==> config.mk <==
export PLATFORM = sky130hd
export DESIGN_NAME = sir_pulse_modem
export DESIGN_NICKNAME = d
export VERILOG_FILES = /design/src/rtl/sir_pkg.sv /design/src/rtl/sir_tick_gen.sv /design/src/rtl/sir_tx.sv /design/src/rtl/sir_rx.sv /design/src/rtl/sir_pulse_modem.sv
export SDC_FILE = /design/constraint.sdc
export NUM_CORES = 1
export LEC_CHECK = 0
export CAP_MARGIN = 20
export CORE_ASPECT_RATIO = 1.25
export CORE_MARGIN = 1.5
export CORE_UTILIZATION = 56
export DETAILED_ROUTE_END_ITERATION = 8
export HOLD_SLACK_MARGIN = 0.15
export PLACE_DENSITY = 0.8
export SYNTH_ARGS = -nofsm -noshare
export SYNTH_HDL_FRONTEND = slang
export SYNTH_SLANG_ARGS = --single-unit
==> constraint.sdc <==
create_clock -name clk -period 3.2 [get_ports clk]
set_clock_uncertainty 0.15 [all_clocks]
set_input_delay 0.64 -clock clk [delete_from_list [all_inputs] [get_ports clk]]
set_output_delay 0.64 -clock clk [all_outputs]
set_load 0.01 [all_outputs]
==> src/rtl/sir_pkg.sv <==
package sir_pkg;
  localparam int TICKS_PER_BIT = 16;
  localparam int WIDE_TICKS    = 3;
  localparam int FRAME_BITS    = 10;
  localparam int HALF_TICKS    = TICKS_PER_BIT / 2;

  typedef enum logic [1:0] {TX_IDLE, TX_ARM, TX_RUN} tx_state_t;
  typedef enum logic [1:0] {RX_IDLE, RX_HALF, RX_DATA, RX_STOP} rx_state_t;

  // consecutive active samples needed for a confirmed pulse
  function automatic logic [4:0] sens_threshold(input logic [2:0] code);
    if (code == 3'd7) return 5'd28;
    return {code, 2'b00} + 5'd4;
  endfunction
endpackage

==> src/rtl/sir_tick_gen.sv <==
module sir_tick_gen #(
  parameter int DIV_W = 9
) (
  input  logic             clk,
  input  logic             rst,
  input  logic [DIV_W-1:0] div,
  output logic             tick
);
  logic [DIV_W-1:0] cnt;

  assign tick = (cnt >= div);

  always_ff @(posedge clk) begin
    if (rst)       cnt <= '0;
    else if (tick) cnt <= '0;
    else           cnt <= cnt + 1'b1;
  end
endmodule

==> src/rtl/sir_tx.sv <==
module sir_tx #(
  parameter int FIXED_PULSE_CLK = 30
) (
  input  logic       clk,
  input  logic       rst,
  input  logic       tick,
  input  logic       pd,
  input  logic       inv,
  input  logic       wide,
  input  logic       start,
  input  logic [7:0] data,
  output logic       busy,
  output logic       ir_tx
);
  import sir_pkg::*;
  localparam int PCW = $clog2(FIXED_PULSE_CLK + 1);

  tx_state_t               st;
  logic [FRAME_BITS-1:0]   sh;
  logic [3:0]              bitn;
  logic [3:0]              tc;
  logic                    pulse;
  logic [PCW-1:0]          pcnt;

  always_ff @(posedge clk) begin
    if (rst) begin
      st <= TX_IDLE; sh <= '0; bitn <= '0; tc <= '0;
      pulse <= 1'b0; pcnt <= '0; busy <= 1'b0; ir_tx <= inv;
    end else begin
      ir_tx <= (pulse & ~pd) ^ inv;
      // pulse end; a new pulse start below takes precedence
      if (pulse) begin
        if (wide) begin
          if (tick && tc == 4'(WIDE_TICKS - 1)) pulse <= 1'b0;
        end else if (pcnt == '0) pulse <= 1'b0;
        else pcnt <= pcnt - 1'b1;
      end
      if (pd) begin
        st <= TX_IDLE; busy <= 1'b0; pulse <= 1'b0;
      end else begin
        case (st)
          TX_IDLE: if (start) begin
            sh   <= {1'b1, data, 1'b0};
            bitn <= '0;
            busy <= 1'b1;
            st   <= TX_ARM;
          end
          TX_ARM: if (tick) begin
            st <= TX_RUN;
            tc <= '0;
            if (!sh[0]) begin
              pulse <= 1'b1;
              pcnt  <= PCW'(FIXED_PULSE_CLK - 1);
            end
          end
          TX_RUN: if (tick) begin
            if (tc == 4'(TICKS_PER_BIT - 1)) begin
              tc <= '0;
              if (bitn == 4'(FRAME_BITS - 1)) begin
                st   <= TX_IDLE;
                busy <= 1'b0;
              end else begin
                sh   <= sh >> 1;
                bitn <= bitn + 1'b1;
                if (!sh[1]) begin
                  pulse <= 1'b1;
                  pcnt  <= PCW'(FIXED_PULSE_CLK - 1);
                end
              end
            end else tc <= tc + 1'b1;
          end
          default: st <= TX_IDLE;
        endcase
      end
    end
  end
endmodule

==> src/rtl/sir_rx.sv <==
module sir_rx (
  input  logic       clk,
  input  logic       rst,
  input  logic       tick,
  input  logic       pd,
  input  logic       inv,
  input  logic       sel,
  input  logic [2:0] sens,
  input  logic       rx_fast,
  input  logic       rx_slow,
  output logic [7:0] data,
  output logic       valid,
  output logic       ferr
);
  import sir_pkg::*;

  logic       s1, s2, active, conf, zero_seen, zs;
  logic [4:0] run, thr;
  logic [3:0] tc;
  logic [2:0] bitn;
  logic [7:0] sh;
  rx_state_t  st;

  assign active = s2 ^ inv;
  assign thr    = sens_threshold(sens);
  assign zs     = zero_seen | conf;

  always_ff @(posedge clk) begin
    if (rst || pd) begin
      s1 <= 1'b0; s2 <= 1'b0; run <= '0; conf <= 1'b0;
      st <= RX_IDLE; tc <= '0; bitn <= '0; sh <= '0; zero_seen <= 1'b0;
      data <= '0; valid <= 1'b0; ferr <= 1'b0;
    end else begin
      s1    <= sel ? rx_slow : rx_fast;
      s2    <= s1;
      run   <= active ? ((run == 5'd31) ? run : run + 1'b1) : 5'd0;
      conf  <= active && (run == thr - 5'd1);
      valid <= 1'b0;
      ferr  <= 1'b0;
      case (st)
        RX_IDLE: if (conf) begin
          st <= RX_HALF; tc <= '0;
        end
        RX_HALF: if (tick) begin
          if (tc == 4'(HALF_TICKS - 1)) begin
            st <= RX_DATA; tc <= '0; bitn <= '0; zero_seen <= 1'b0;
          end else tc <= tc + 1'b1;
        end
        RX_DATA, RX_STOP: begin
          zero_seen <= zs;
          if (tick) begin
            if (tc == 4'(TICKS_PER_BIT - 1)) begin
              tc        <= '0;
              zero_seen <= 1'b0;
              if (st == RX_DATA) begin
                sh <= {~zs, sh[7:1]};
                if (bitn == 3'd7) st <= RX_STOP;
                else bitn <= bitn + 1'b1;
              end else begin
                st <= RX_IDLE;
                if (zs) ferr <= 1'b1;
                else begin
                  valid <= 1'b1;
                  data  <= sh;
                end
              end
            end else tc <= tc + 1'b1;
          end
        end
        default: st <= RX_IDLE;
      endcase
    end
  end
endmodule

==> src/rtl/sir_pulse_modem.sv <==
module sir_pulse_modem #(
  parameter int DIV_W           = 9,
  parameter int FIXED_PULSE_CLK = 30
) (
  input  logic             clk,
  input  logic             rst,
  input  logic             soft_rst,
  input  logic [DIV_W-1:0] cfg_div,
  input  logic [2:0]       cfg_sens,
  input  logic             cfg_wide,
  input  logic             cfg_rx_inv,
  input  logic             cfg_tx_inv,
  input  logic             cfg_rx_sel,
  input  logic             cfg_tx_pd,
  input  logic             cfg_rx_pd,
  input  logic             tx_start,
  input  logic [7:0]       tx_data,
  output logic             tx_busy,
  output logic             ir_tx,
  input  logic             ir_rx_fast,
  input  logic             ir_rx_slow,
  output logic [7:0]       rx_data,
  output logic             rx_valid,
  output logic             rx_frame_err
);
  logic rst_i, tick;
  assign rst_i = rst | soft_rst;

  sir_tick_gen #(.DIV_W(DIV_W)) u_tick (
    .clk(clk), .rst(rst_i), .div(cfg_div), .tick(tick)
  );

  sir_tx #(.FIXED_PULSE_CLK(FIXED_PULSE_CLK)) u_tx (
    .clk(clk), .rst(rst_i), .tick(tick), .pd(cfg_tx_pd), .inv(cfg_tx_inv),
    .wide(cfg_wide), .start(tx_start), .data(tx_data),
    .busy(tx_busy), .ir_tx(ir_tx)
  );

  sir_rx u_rx (
    .clk(clk), .rst(rst_i), .tick(tick), .pd(cfg_rx_pd), .inv(cfg_rx_inv),
    .sel(cfg_rx_sel), .sens(cfg_sens), .rx_fast(ir_rx_fast),
    .rx_slow(ir_rx_slow), .data(rx_data), .valid(rx_valid),
    .ferr(rx_frame_err)
  );
endmodule

Word-level counts from Yosys, hierarchy flattened
Index checks and enable logic that the tools add are counted.

Add/sub/neg operators: 9. Order comparisons: 1. Equality and inequality tests: 28. Mux-type cells: 80. Bitwise operators: 12. Reductions and logical operators: 24.

Operators with widths (number): 5-bit two-way mux (12); 4-bit two-way mux (12); 10-bit two-way mux (4); 2-bit two-way mux (12); 1-bit two-way mux (23); 10-bit one-hot mux with 2 select lines (1); 3-bit two-way mux (6); 2-bit by 1-bit != test with 1-bit output, second input constant (8); 4-bit one-hot mux with 2 select lines (2); 5-bit AND reduction (3); 4-bit by 1-bit adder with 4-bit output, second input constant (3); 4-bit equality test, second input constant (3); 2-bit one-hot mux with 3 select lines (2); 4-bit one-hot mux with 3 select lines (1); 6-bit AND reduction (2); 2-bit != test, second input constant (5); 5-bit one-hot mux with 2 select lines (1); 5-bit by 1-bit subtractor with 5-bit output, second input constant (2); 9-bit by 1-bit adder with 9-bit output, second input constant (1); 9-bit >= comparator (1); 4-bit AND reduction (2); 2-bit OR reduction (4); 1-bit inverter (7); 7-bit AND reduction (1); other kinds (23) (36).

Bits in registers: 73. Input port bits: 32. Output and inout port bits: 12. Word-level logic and storage cells: 175.

Logic depth before layout (Yosys ltp)
Depth after elaboration: 10. Mapped depth: 9.

Modules after synthesis
Synthesis repeated with hierarchy kept, for this count alone.

Cell total of the unflattened synthesis: 440. Area, all modules: 3876.2 µm².

Modules (own cells, without submodules): sir_rx (instances 1, cells an instance 185, area each 1730.4 µm², sequential area each 720.7 µm²); sir_tx (instances 1, cells an instance 182, area each 1550.2 µm², sequential area each 560.5 µm²); sir_tick_gen (instances 1, cells an instance 72, area each 589.3 µm², sequential area each 180.2 µm²); sir_pulse_modem (instances 1, cells an instance 1, area each 6.3 µm², sequential area each 0.0 µm²).

Least setup slack after synthesis
No wires, ideal clock.

Path kind: input-to-reg. Start: input port cfg_div[6]. End: register u_tx.st[0]. Setup time: 119 ps. Arrival: 2388 ps. Data required time: 2931 ps. Setup slack: 543 ps. Cell stages on the path: 8. Path buffers: 0. Cells stage by stage: inv_1 ha_1 a21oi_1 o211ai_2 o31ai_4 nor3_1 o21a_1 o221a_2.

Longest elaborated chain between the ends: 3. Elaborated cells on any way between the ends: 4. Classes of those cells: order compare (1); eq/ne (2); reduce/logical (1).

RTL lines: start: declaration (line sir_pulse_modem.sv:8) `input logic [DIV_W-1:0] cfg_div,`; 9-bit >= comparator (*) (line sir_tick_gen.sv:11) `assign tick = (cnt >= div);`; 2-bit by 1-bit != test with 1-bit output (no line); 5-bit AND reduction (no line) (*); end signal: assignment (line sir_tx.sv:27) `st <= TX_IDLE; sh <= '0; bitn <= '0; tc <= '0;`; end signal: assignment (line sir_tx.sv:39) `st <= TX_IDLE; busy <= 1'b0; pulse <= 1'b0;`; end signal: assignment (line sir_tx.sv:46) `st <= TX_ARM;`; end: declaration (line sir_tx.sv:18) `tx_state_t st;`.

Every way passes the cells marked *; elsewhere a longest branch is shown, timed or not. A chain may end at the register's enable or synchronous reset.

Worst setup path in the final report
Start: input port cfg_div[8]. End: register u_tx.sh[7].

Longest elaborated chain between the ends: 3.

RTL lines: 9-bit >= comparator (line sir_tick_gen.sv:11); 2-bit by 1-bit != test with 1-bit output (no line); 6-bit AND reduction (no line); end signal: assignment (line sir_tx.sv:43) `sh <= {1'b1, data, 1'b0};`; end signal: assignment (line sir_tx.sv:63) `sh <= sh >> 1;`; end: declaration (line sir_tx.sv:19) `logic [FRAME_BITS-1:0] sh;`.

Every way passes these cells.

==> key figures <==
Logic synthesis
  • Synth Area in Simple Gates: 0.195
  • XOR/XNOR Fraction of Synth Area: 0.0439
  • Compound-Gate Fraction of Synth Area: 0.161
  • Synth warn: 0
  • Largest family of logic cells by synthesized area: simple AND/OR/NAND/NOR gates
  • Adder-cell share of the synthesized area: 0.0990
  • Sequential share of the synthesized area: 0.386
  • Multiplexer share of the synthesized area: 0.0796
  • Asr flop ratio synth: 0
  • Cell area after synthesis: 3790 µm²
  • Post-synthesis register bit count: 73
  • Post-synth EDFFs: 0
  • Yosys cell types: 63
  • Net Count, Synth: 482
  • Average size of a mapped cell: 9.02 µm²
  • Most used flip-flop cell after synthesis: dfxtp_1
  • Gate Count Post-Synth: 420

STA
  • F_max: 339 MHz
  • Slew margin rel.: 0.558
  • Hold_ws: 0.282 ns
  • Worst slew pin tran: 0.663 ns
  • Fin Setup TNS: 0 ns
  • Hold Vio Cnt, Final: 0
  • Pins Over Slew Limit: 0
  • Tmin final: 2.95 ns
  • Unrepaired setup endpoints after global routing: no
  • Period utilization: 0.922
  • Final setup fails: 0

GRT
  • Vias in the first global route: 2978
  • First-pass GRT wire length: 12.9 mm
  • Gr usage total: 0.223
  • Overflow after GRT: 0
  • Largest net degree at the start of global routing: 26
  • Initial antenna violation count: 0

Power and ir drop
  • Max VDD drop: 0.282 mV
  • Pwr Density: 384 nW/µm²
  • Pleak: 1.67 nW

Clock tree
  • # resized after CTS: 0
  • Post-CTS Hold Buffers: 0
  • Worst-Skew Late Latency: 0.36 ns
  • CTS tree: built
  • Clock Tree Buf Depth: 2
  • Reg clk slew, reported paths: 0.08 ns
  • CTS buffer count: 9
  • Postcts setup bufs: 0
  • Sink Count: 73
  • Htree depth: 3
  • Root buf cell: clkbuf_8

Final layout
  • Cell area after layout: 4630 µm²
  • Fillers: 499
  • Most frequent cells in the layout: dfxtp_1, nor2_1, clkdlybuf4s50_1
  • Layout cells sized above 1: 0.101
  • Fin util: 0.706
  • Ant. Diodes: 0
  • Leading cell type in the layout, fill and taps excluded: dfxtp_1
  • Fin nets: 540
  • Synthesis-to-layout area growth: 22.3%

Die
  • Die Area: 7270 µm²
  • Core Box Area: 6570 µm²
  • Die X-Extent: 76.6 µm
  • Row count: 33
  • # IOs: 44
  • Initial Util: 0.577
  • Die Ht: 95.0 µm

Placed design
  • Total placed instance area: 4430 µm²
  • # port buffers: 43
  • Placer Congestion: 0.912
  • Detail Placement HPWL: 5.85 mm

Worst setup path
  • Largest stage delay, worst path: 0.54 ns
  • R2r endpoint: u_rx.bitn[0]$_SDFFE_PP0P_
  • Top delay family on crit path: compound AO/OA/AOI/OAI gates
  • Worst path required time: 3.32 ns
  • Startpoint types: input port
  • Slowest cell on crit path: o21ai_2
  • Worst EP arrival: 3.07 ns
  • CP bufs+invs: 3
  • Crit. End Element: flip-flop
  • Worst R2R Path Depth: 7
  • Setup slack, reg-to-reg: 0.63 ns
  • Setup CP Type: in -> reg
  • Worst R2R Start: u_rx.st[0]$_SDFFE_PP0P_
  • Crit path max fanout: 19
  • Cell Chain, Critical Path: clkdlybuf4s50_1 > inv_1 > ha_1 > nand2_2 > o211ai_2 > o31ai_4 > buf_4 > o21ai_2 > nor2_1 > a211oi_1

Routing
  • Total routed wirelength: 7.81 mm
  • Vias per cell: 5.62
  • Final routed DRC violation total: 0
  • Iter 0 DRT Violations: 158
  • Post-DRT Antenna Nets: 0
  • DRT Pass-1 Iters: 4
  • Wire length per cell: 13.7 µm
  • Vias post-DR: 3202

Min path
  • Cells on Worst Hold Path: 1
  • Hold/Removal Path Class: reg -> reg
  • Worst Hold Endpoint: u_rx.s2$_SDFF_PP0_
  • Worst Min Path Start: u_rx.s1$_SDFF_PP0_

Status
  • Outcome: finished clean

Job
  • Max Cap Viol: 0
-- report_power, final --
part	total, mW	switching, mW	internal [mW]
sequential	0.920	0.00535	0.915
clock	0.737	0.355	0.382
combinational	0.124	0.0594	0.0648
total	1.78	0.420	1.36
-- routing by layer --
layer  wire length, µm  GRT usage  up-vias
li1                  -          -     1623
met1              3550      0.254     1501
met2              3810      0.392       67
met3               342     0.0502       11
met4               105      0.114        0
met5                 0          0        -
-- how the worst max path moves through the flow --
stage               startpoint                 endpoint  cells past startpoint
global placement    cfg_div[8]  u_tx.sh[6]$_SDFFE_PP0P_                     10
floorplan           cfg_div[6]  u_tx.st[0]$_SDFFE_PP0P_                      8
CTS                 cfg_div[8]  u_tx.sh[7]$_SDFFE_PP0P_                     10
finish              cfg_div[8]  u_tx.sh[7]$_SDFFE_PP0P_                     10
detailed placement  cfg_div[8]  u_tx.sh[5]$_SDFFE_PP0P_                     10
global route        cfg_div[8]  u_tx.sh[5]$_SDFFE_PP0P_                     10
-- flip-flops by register name, summed over array words and instances (netlist names), 2 cells and up --
register    cells
u_rx.bitn       3
u_rx.data       8
u_rx.run        5
u_rx.sh         8
u_rx.st         2
u_rx.tc         4
u_tick.cnt      9
u_tx.bitn       4
u_tx.pcnt       5
u_tx.sh        10
u_tx.st         2
u_tx.tc         4
-- synth_stat cells, types with 4 or more instances --
cell / n / area share
nor2_1: 58 / 0.057
nand3b_1: 4 / 0.0079
inv_1: 25 / 0.025
o22ai_1: 4 / 0.0066
mux2i_1: 29 / 0.077
a211oi_1: 8 / 0.016
o21ai_0: 13 / 0.017
and3_1: 6 / 0.0099
xor2_1: 11 / 0.025
clkbuf_1: 6 / 0.0059
xnor2_1: 8 / 0.018
dfxtp_1: 73 / 0.39
ha_1: 30 / 0.099
nand3_1: 15 / 0.020
nand4_1: 6 / 0.0099
a21oi_1: 21 / 0.028
and2_1: 4 / 0.0066
nand2_1: 24 / 0.024
nor3_1: 9 / 0.012
nor2b_1: 5 / 0.0083
or3_1: 4 / 0.0066
-- worst register-to-register path, stage by stage (launching register included) --
cell      delay, ns
dfxtp_1        0.41
inv_1          0.09
ha_1           0.28
nor2_1         0.39
nand2_1        0.20
a2111o_1       0.46
or4_1          0.41
a21oi_1        0.13
-- cells by family after synthesis --
logic type | count (synthesis)
and+or+nand+nor | 152
AOI/OAI and AO/OA | 81
DFF | 73
buffers and inverters | 35
muxes | 30
adders and majority gates | 30
xor gates and xnor gates | 19
-- metrics by stage --
stage / instances / total power, mW / setup WS [ns]
2_1_floorplan: 420 / 1.00 / 0.543
3_3_place_gp: 554 / 1.06 / -0.00786
3_5_place_dp: 554 / 1.07 / -0.105
4_1_cts: 570 / 1.80 / 0.255
5_1_grt: 570 / 1.84 / 0.0721
6_report: 570 / 1.78 / 0.249
-- cell type report --
cell class / instances / area [µm²] / area share
multi-input combinational: 312 / 2190 / 0.473
sequential: 73 / 1460 / 0.315
timing repair buffer: 57 / 573 / 0.124
clock buffer: 10 / 138 / 0.0297
tap: 87 / 109 / 0.0235
inverter: 25 / 93.8 / 0.0202
clock inverter: 6 / 66.3 / 0.0143
Note: power is estimated with default switching activity, not from simulation.
